--- config.mk ---
export PLATFORM = sky130hd
export DESIGN_NAME = hop_pkt_det
export DESIGN_NICKNAME = d
export VERILOG_FILES = /design/src/rtl/hopd_pkg.sv /design/src/rtl/hopd_debounce.sv /design/src/rtl/hopd_qualify.sv /design/src/rtl/hopd_errcnt.sv /design/src/rtl/hop_pkt_det.sv
export SDC_FILE = /design/constraint.sdc
export NUM_CORES = 1
export LEC_CHECK = 0
export CAP_MARGIN = 30
export CORE_MARGIN = 8
export CORE_UTILIZATION = 45
export CTS_CLUSTER_DIAMETER = 40
export DETAILED_ROUTE_END_ITERATION = 7
export PLACE_DENSITY = 0.69
export REMOVE_ABC_BUFFERS = 1
export SYNTH_ARGS = -nofsm -noshare
export SYNTH_HDL_FRONTEND = slang
export SYNTH_SLANG_ARGS = --single-unit
--- constraint.sdc ---
create_clock -name clk -period 4.3 [get_ports clk]
set_clock_uncertainty 0.2 [all_clocks]
set_input_delay 0.86 -clock clk [delete_from_list [all_inputs] [get_ports clk]]
set_output_delay 0.86 -clock clk [all_outputs]
set_load 0.05 [all_outputs]
--- src/rtl/hopd_pkg.sv ---
package hopd_pkg;
    typedef enum logic [1:0] {
        S_IDLE  = 2'd0,
        S_BURST = 2'd1,
        S_DRAIN = 2'd2
    } hopd_state_e;
endpackage

--- src/rtl/hopd_debounce.sv ---
module hopd_debounce #(
    parameter int DEB = 3,
    parameter int TW  = 32
) (
    input  logic          clk,
    input  logic          rst_n,
    input  logic          stb,
    input  logic          bit_i,
    input  logic [1:0]    chan_i,
    input  logic [TW-1:0] time_i,
    output logic          lvl_o,
    output logic          rise_o,
    output logic          fall_o,
    output logic [TW-1:0] mark_t_o,
    output logic [1:0]    mark_c_o
);
    localparam int CW = $clog2(DEB + 1);

    logic [CW-1:0] cnt_q;
    logic [TW-1:0] cand_t_q;
    logic [1:0]    cand_c_q;

    always_ff @(posedge clk) begin
        if (!rst_n) begin
            lvl_o    <= 1'b0;
            rise_o   <= 1'b0;
            fall_o   <= 1'b0;
            cnt_q    <= '0;
            cand_t_q <= '0;
            cand_c_q <= '0;
            mark_t_o <= '0;
            mark_c_o <= '0;
        end else begin
            rise_o <= 1'b0;
            fall_o <= 1'b0;
            if (stb) begin
                if (bit_i != lvl_o) begin
                    if (cnt_q == CW'(DEB - 1)) begin
                        lvl_o    <= bit_i;
                        cnt_q    <= '0;
                        rise_o   <= bit_i;
                        fall_o   <= !bit_i;
                        mark_t_o <= (cnt_q == '0) ? time_i : cand_t_q;
                        mark_c_o <= (cnt_q == '0) ? chan_i : cand_c_q;
                    end else begin
                        cnt_q <= cnt_q + 1'b1;
                        if (cnt_q == '0) begin
                            cand_t_q <= time_i;
                            cand_c_q <= chan_i;
                        end
                    end
                end else begin
                    cnt_q <= '0;
                end
            end
        end
    end


    rise_src_chk: assert property (@(posedge clk) disable iff (!rst_n)
        rise_o |-> $past(stb && bit_i));


    no_strobe_chk: assert property (@(posedge clk) disable iff (!rst_n)
        !stb |=> !(rise_o || fall_o));
endmodule

--- src/rtl/hopd_qualify.sv ---
module hopd_qualify #(
    parameter int TW      = 32,
    parameter int LW      = 16,
    parameter int MIN_LEN = 128,
    parameter int MAX_LEN = 376
) (
    input  logic [TW-1:0] start_t,
    input  logic [TW-1:0] end_t,
    output logic          ok_o,
    output logic [LW-1:0] len_o
);
    logic [TW-1:0] span;

    always_comb begin
        span  = end_t - start_t;
        ok_o  = (span >= TW'(MIN_LEN)) && (span <= TW'(MAX_LEN));
        len_o = span[LW-1:0];
    end
endmodule

--- src/rtl/hopd_errcnt.sv ---
module hopd_errcnt #(
    parameter int EW = 8
) (
    input  logic          clk,
    input  logic          rst_n,
    input  logic          inc,
    output logic [EW-1:0] cnt_o
);
    always_ff @(posedge clk) begin
        if (!rst_n) begin
            cnt_o <= '0;
        end else if (inc && (cnt_o != '1)) begin
            cnt_o <= cnt_o + 1'b1;
        end
    end


    err_step_chk: assert property (@(posedge clk) disable iff (!rst_n)
        (cnt_o == $past(cnt_o)) || (cnt_o == $past(cnt_o) + 1'b1));
endmodule

--- src/rtl/hop_pkt_det.sv ---
module hop_pkt_det
    import hopd_pkg::*;
#(
    parameter int TW      = 32,
    parameter int LW      = 16,
    parameter int EW      = 8,
    parameter int DEB     = 3,
    parameter int MIN_LEN = 128,
    parameter int MAX_LEN = 376
) (
    input  logic          clk,
    input  logic          rst_n,
    input  logic          samp_stb,
    input  logic          env_bit,
    input  logic [1:0]    lo_chan,
    input  logic [TW-1:0] time_us,
    output logic          pkt_valid,
    output logic [1:0]    pkt_chan,
    output logic [TW-1:0] pkt_start,
    output logic [LW-1:0] pkt_len,
    output logic [EW-1:0] drop_cnt
);
    hopd_state_e   state_q, state_d;
    logic          deb_lvl, deb_rise, deb_fall;
    logic [TW-1:0] mark_t;
    logic [1:0]    mark_c;
    logic [TW-1:0] start_q;
    logic [1:0]    chan_q;
    logic          len_ok;
    logic [LW-1:0] len_val;
    logic          hop, drop;

    hopd_debounce #(.DEB(DEB), .TW(TW)) u_deb (
        .clk(clk), .rst_n(rst_n), .stb(samp_stb), .bit_i(env_bit),
        .chan_i(lo_chan), .time_i(time_us), .lvl_o(deb_lvl),
        .rise_o(deb_rise), .fall_o(deb_fall),
        .mark_t_o(mark_t), .mark_c_o(mark_c)
    );

    hopd_qualify #(.TW(TW), .LW(LW), .MIN_LEN(MIN_LEN), .MAX_LEN(MAX_LEN)) u_qual (
        .start_t(start_q), .end_t(mark_t), .ok_o(len_ok), .len_o(len_val)
    );

    hopd_errcnt #(.EW(EW)) u_err (
        .clk(clk), .rst_n(rst_n), .inc(drop), .cnt_o(drop_cnt)
    );

    assign hop  = (state_q == S_BURST) && !deb_fall && (lo_chan != chan_q);
    assign drop = ((state_q == S_BURST) && deb_fall && !len_ok) || hop;

    // state register
    always_ff @(posedge clk) begin
        if (!rst_n) state_q <= S_IDLE;
        else        state_q <= state_d;
    end

    // next state
    always_comb begin
        state_d = state_q;
        unique case (state_q)
            S_IDLE:  if (deb_rise) state_d = S_BURST;
            S_BURST: begin
                if (deb_fall)  state_d = S_IDLE;
                else if (hop)  state_d = S_DRAIN;
            end
            S_DRAIN: if (!deb_lvl) state_d = S_IDLE;
            default: state_d = S_IDLE;
        endcase
    end

    // outputs and burst capture
    always_ff @(posedge clk) begin
        if (!rst_n) begin
            pkt_valid <= 1'b0;
            pkt_chan  <= '0;
            pkt_start <= '0;
            pkt_len   <= '0;
            start_q   <= '0;
            chan_q    <= '0;
        end else begin
            pkt_valid <= 1'b0;
            if ((state_q == S_IDLE) && deb_rise) begin
                start_q <= mark_t;
                chan_q  <= mark_c;
            end
            if ((state_q == S_BURST) && deb_fall && len_ok) begin
                pkt_valid <= 1'b1;
                pkt_chan  <= chan_q;
                pkt_start <= start_q;
                pkt_len   <= len_val;
            end
        end
    end


    pulse_width_chk: assert property (@(posedge clk) disable iff (!rst_n)
        pkt_valid |=> !pkt_valid);


    len_window_chk: assert property (@(posedge clk) disable iff (!rst_n)
        pkt_valid |-> (pkt_len >= LW'(MIN_LEN)) && (pkt_len <= LW'(MAX_LEN)));


    drain_quiet_chk: assert property (@(posedge clk) disable iff (!rst_n)
        (state_q == S_DRAIN) |-> !pkt_valid);


    reset_idle_chk: assert property (@(posedge clk)
        $past(!rst_n) |-> (!pkt_valid && drop_cnt == '0));
endmodule

==> out/qor.csv <==
stage;metric;value;unit
setup_path;CP endpoint kind;register;
setup_path;Setup Crit Path Kind;register to register;
drt;total wire length;20600;um
cts;Post-CTS Hold Buffers;0;
power_and_ir_drop;total power;0.00320;W
floorplan;chip width;149;um
run_status;failing checks;negative setup slack;
sta;Slew Limit Fails;0;
run_status;status;finished, violations left;
power_and_ir_drop;Logic pwr share;3.8;%
finish;FF+latch area;3370;um^2
cts;clock sinks;168;
setup_path;Slowest-stage cell, CP;a2111o_1;
drt;Initial DRT Pass Iterations;6;
sta;final hold violation count;0;
finish;commonest non-fill, non-tap cells in the layout;nand2_1 (248), dfxtp_1 (166), a21oi_1 (132), clkdlybuf4s50_1 (96), nor2_1 (63);
synth;synthesized area per cell;7.94;um^2
synth;Seq cells post-synth;168;
power_and_ir_drop;switching power;0.000692;W
sta;Min Clock Period, post-route;4.33;ns
synth;unique cell type count in the Yosys netlist;59;
setup_path;Worst R2R End;pkt_len[7]$_SDFFE_PN0P_;
setup_path;critical path peak fanout;6;
sta;unrepaired setup endpoints after global routing;true;
synth;largest family of logic cells by synthesized area;simple AND/OR/NAND/NOR gates;
finish;layout net count;1188;
drt;via count;7109;
setup_path;Critical R2R Launch;start_q[1]$_SDFFE_PN0P_;
min_path;Worst Hold Class;register to register;
sta;max_slew headroom;51.1;%
sta;final setup margin;-0.0303;ns
floorplan;IO Pins;97;
synth;post-synthesis sequential area ratio;42.0;%
drt;Post-route DRC;0;
synth;Yosys Warn Count;0;
power_and_ir_drop;Power Density;314;nW/um^2
power_and_ir_drop;Leakage;4.23;nW
cts;Clock Latency Late Sink;0.43;ns
setup_path;cell breakdown of the critical path;inv_1 > ha_1 > nor2b_1 > o2111ai_1 > a2111o_1 > nand3_1 > nor2_1 > or4_1 > or4_4 > nor4_4 > buf_4 > nand3_4 > buf_12 > buf_6 > mux2_4 > nor2_2;
cts;clock-pin slew on the worst setup and hold paths;0.06;ns
setup_path;CP arrival;4.50;ns
power_and_ir_drop;Seq pwr share;49.4;%
drt;antenna viol nets, final;0;
power_and_ir_drop;sw frac;21.6;%
drt;post-DR wirelength/cell;15.2;um
finish;most common cell after layout, fill and taps aside;nand2_1;
run;total of max-cap violations;0;
global_routing;GR Util All Layers;18.5;%
finish;post-route insts no fill;1355;
global_routing;largest net degree at the start of global routing;138;
setup_path;crit-path leading delay family;simple AND/OR/NAND/NOR gates;
power_and_ir_drop;Int Pwr;0.00251;W
global_routing;grt total ovfl;0;
cts;TritonCTS buffer count;17;
cts;TritonCTS clock tree;built;
drt;Initial DRC Count;377;
synth;Synth async-reset ratio;0;%
synth;post-synthesis mux area share;5.91;%
synth;post-synthesis adder-cell area fraction;5.26;%
cts;Clock Path Buffers;2;
finish;Layout area overhead;27.4;%
finish;area of the multi-input gates;4300;um^2
place;GPL Wtd Cong;0.941;
floorplan;site row count;48;
setup_path;CP startpoint kind;register;
finish;fraction of layout cells with a size suffix above 1;10.0;%
finish;Ant. Diodes;0;
floorplan;die height;149;um
place;Buffers on Ports;96;
synth;Post-synth EDFFs;0;
cts;H-Tree Depth;4;
sta;hold_ws;0.250;ns
synth;Synth Instances;1008;
sta;Max Fclk;231;MHz
setup_path;Critical path origin;start_q[1]$_SDFFE_PN0P_;
setup_path;Worst R2R Path Depth;16;
cts;CTS root buffer;clkbuf_16;
finish;Final Core Density;58.7;%
place;Placed Cells;1312;
drt;Vias per Instance;5.25;
global_routing;first-pass GRT wire length;33600;um
place;hpwl dp;14300;um
setup_path;CP Capture Point;pkt_len[7]$_SDFFE_PN0P_;
setup_path;Buf+Inv Stages, Crit Path;4;
synth;complex-gate fraction of the synthesized area;17.1;%
sta;fin crit share;101;%
power_and_ir_drop;Clk pwr share;46.8;%
sta;Slew @ Worst Pin;0.733;ns
synth;Primary FF master, synth;dfxtp_1;
finish;layout filler cell count;1614;
synth;Post-Synth XOR/XNOR Area;2.74;%
synth;Cell Area, Synth;8000;um^2
global_routing;initial antenna violation count;0;
global_routing;vias in the first global route;6743;
setup_path;Critical Path Stages;16;
power_and_ir_drop;VDD IR max;359;uV
setup_path;largest stage delay on the critical path;0.53;ns
synth;Post-Synth Simple-Gate Area;21.8;%
setup_path;CP required;4.47;ns
floorplan;die area;22300;um^2
sta;# setup viols final;2;
floorplan;Core Area;17400;um^2
floorplan;Initial Util;46.1;%
setup_path;R2R Setup Slk;-0.03;ns
==> kinds of logic after synthesis <==
logic type | Yosys count
AO/OA/AOI/OAI | 228
flip-flops | 168
adder cells (fa/ha/maj) | 33
buffers and inverters | 104
XOR/XNOR | 25
multiplexers | 47
AND/OR/NAND/NOR | 403
==> routing by layer <==
layer / up-vias / wire length [um] / global-route usage [%] / part of all wire, %
met1: 3289 / 9820 / 24.2 / 48
met4: 0 / 325 / 6.36 / 1.6
met2: 146 / 9560 / 30.0 / 46
li1: 3649 / - / - / -
met3: 25 / 880 / 3.61 / 4.3
met5: - / 0 / 0 / 0
==> through the flow <==
stage | setup slack, ns | cell area (um^2) | TNS (ns)
4_1_cts | 0.0265 | 10000 | 0
3_3_place_gp | 0.0699 | 9370 | 0
2_1_floorplan | -1.60 | 7760 | -68.18
3_5_place_dp | -0.0545 | 9370 | -0.490
6_report | -0.0303 | 10200 | -0.0353
5_1_grt | -0.191 | 10200 | -6.21
==> worst min-delay path by stage <==
stage / cells past startpoint / from / slack (ns) / to
global placement: 2 / u_deb.cand_t_q[15]$_SDFFE_PN0P_ / 0.24 / u_deb.mark_t_o[15]$_SDFFE_PN0P_
CTS: 2 / u_deb.cand_t_q[17]$_SDFFE_PN0P_ / 0.25 / u_deb.mark_t_o[17]$_SDFFE_PN0P_
finish: 2 / u_deb.mark_c_o[0]$_SDFFE_PN0P_ / 0.25 / chan_q[0]$_SDFFE_PN0P_
detailed placement: 2 / u_deb.cand_t_q[17]$_SDFFE_PN0P_ / 0.24 / u_deb.mark_t_o[17]$_SDFFE_PN0P_
floorplan: 2 / u_deb.cand_c_q[0]$_SDFFE_PN0P_ / 0.23 / u_deb.mark_c_o[0]$_SDFFE_PN0P_
global route: 2 / u_deb.cand_t_q[8]$_SDFFE_PN0P_ / 0.27 / u_deb.cand_t_q[8]$_SDFFE_PN0P_
==> cell usage after synthesis, types with 5 or more instances <==
| library cell | n | share of area (%) |
|---|---|---|
| a211oi_1 | 6 | 0.56 |
| a21o_1 | 12 | 1.1 |
| a21oi_1 | 133 | 8.3 |
| a31oi_1 | 5 | 0.39 |
| and3_1 | 20 | 1.6 |
| clkbuf_1 | 53 | 2.5 |
| dfxtp_1 | 168 | 42 |
| ha_1 | 32 | 5.0 |
| inv_1 | 45 | 2.1 |
| mux2i_1 | 45 | 5.6 |
| nand2_1 | 248 | 12 |
| nand2b_1 | 7 | 0.55 |
| nand3_1 | 11 | 0.69 |
| nand4_1 | 13 | 1.0 |
| nor2_1 | 64 | 3.0 |
| nor3_1 | 7 | 0.44 |
| o211ai_1 | 7 | 0.66 |
| o21a_1 | 11 | 1.0 |
| o21ai_0 | 25 | 1.6 |
| xnor2_1 | 12 | 1.3 |
| xor2_1 | 13 | 1.4 |
==> worst reg2reg max path: stages, from the launching register on <==
cell and delay (ns):
dfxtp_1 0.36, inv_1 0.08, ha_1 0.28, nor2b_1 0.27, o2111ai_1 0.25, a2111o_1 0.53
nand3_1 0.14, nor2_1 0.04, or4_1 0.46, or4_4 0.44, nor4_4 0.27, buf_4 0.16
nand3_4 0.12, buf_12 0.20, buf_6 0.11, mux2_4 0.29, nor2_2 0.07
==> power by group through the flow <==
stage	clock network, W	logic (W)	registers, W
finish	0.00150	0.000122	0.00158
global route	0.00160	0.000136	0.00158
CTS	0.00153	0.000121	0.00158
detailed placement	0	0.000120	0.00162
global placement	0	0.000120	0.00161
floorplan	0	0.0000561	0.00161
==> sequential cells by signal, indices dropped and copies added (netlist names), 8 cells and up <==
register and cells:
u_deb.mark_t_o 32, u_deb.cand_t_q 32, pkt_len 16, pkt_start 32
start_q 32, u_err.cnt_o 8
==> timing repair <==
action,CTS,global route
endpoints found under the hold margin,0,0
resized for setup,3,23
pin swaps,3,10
setup endpoints to repair,41,57
setup buffers,4,4
cloned,1,2
==> layout make-up <==
cell class | count | area share, %
tap | 225 | 2.76
clock buffer | 20 | 4.48
clock inverter | 12 | 1.24
timing repair buffer | 149 | 14.6
multi-input combinational | 736 | 42.2
inverter | 45 | 1.68
sequential | 168 | 33.0
Note: power is estimated with default switching activity, not from simulation.
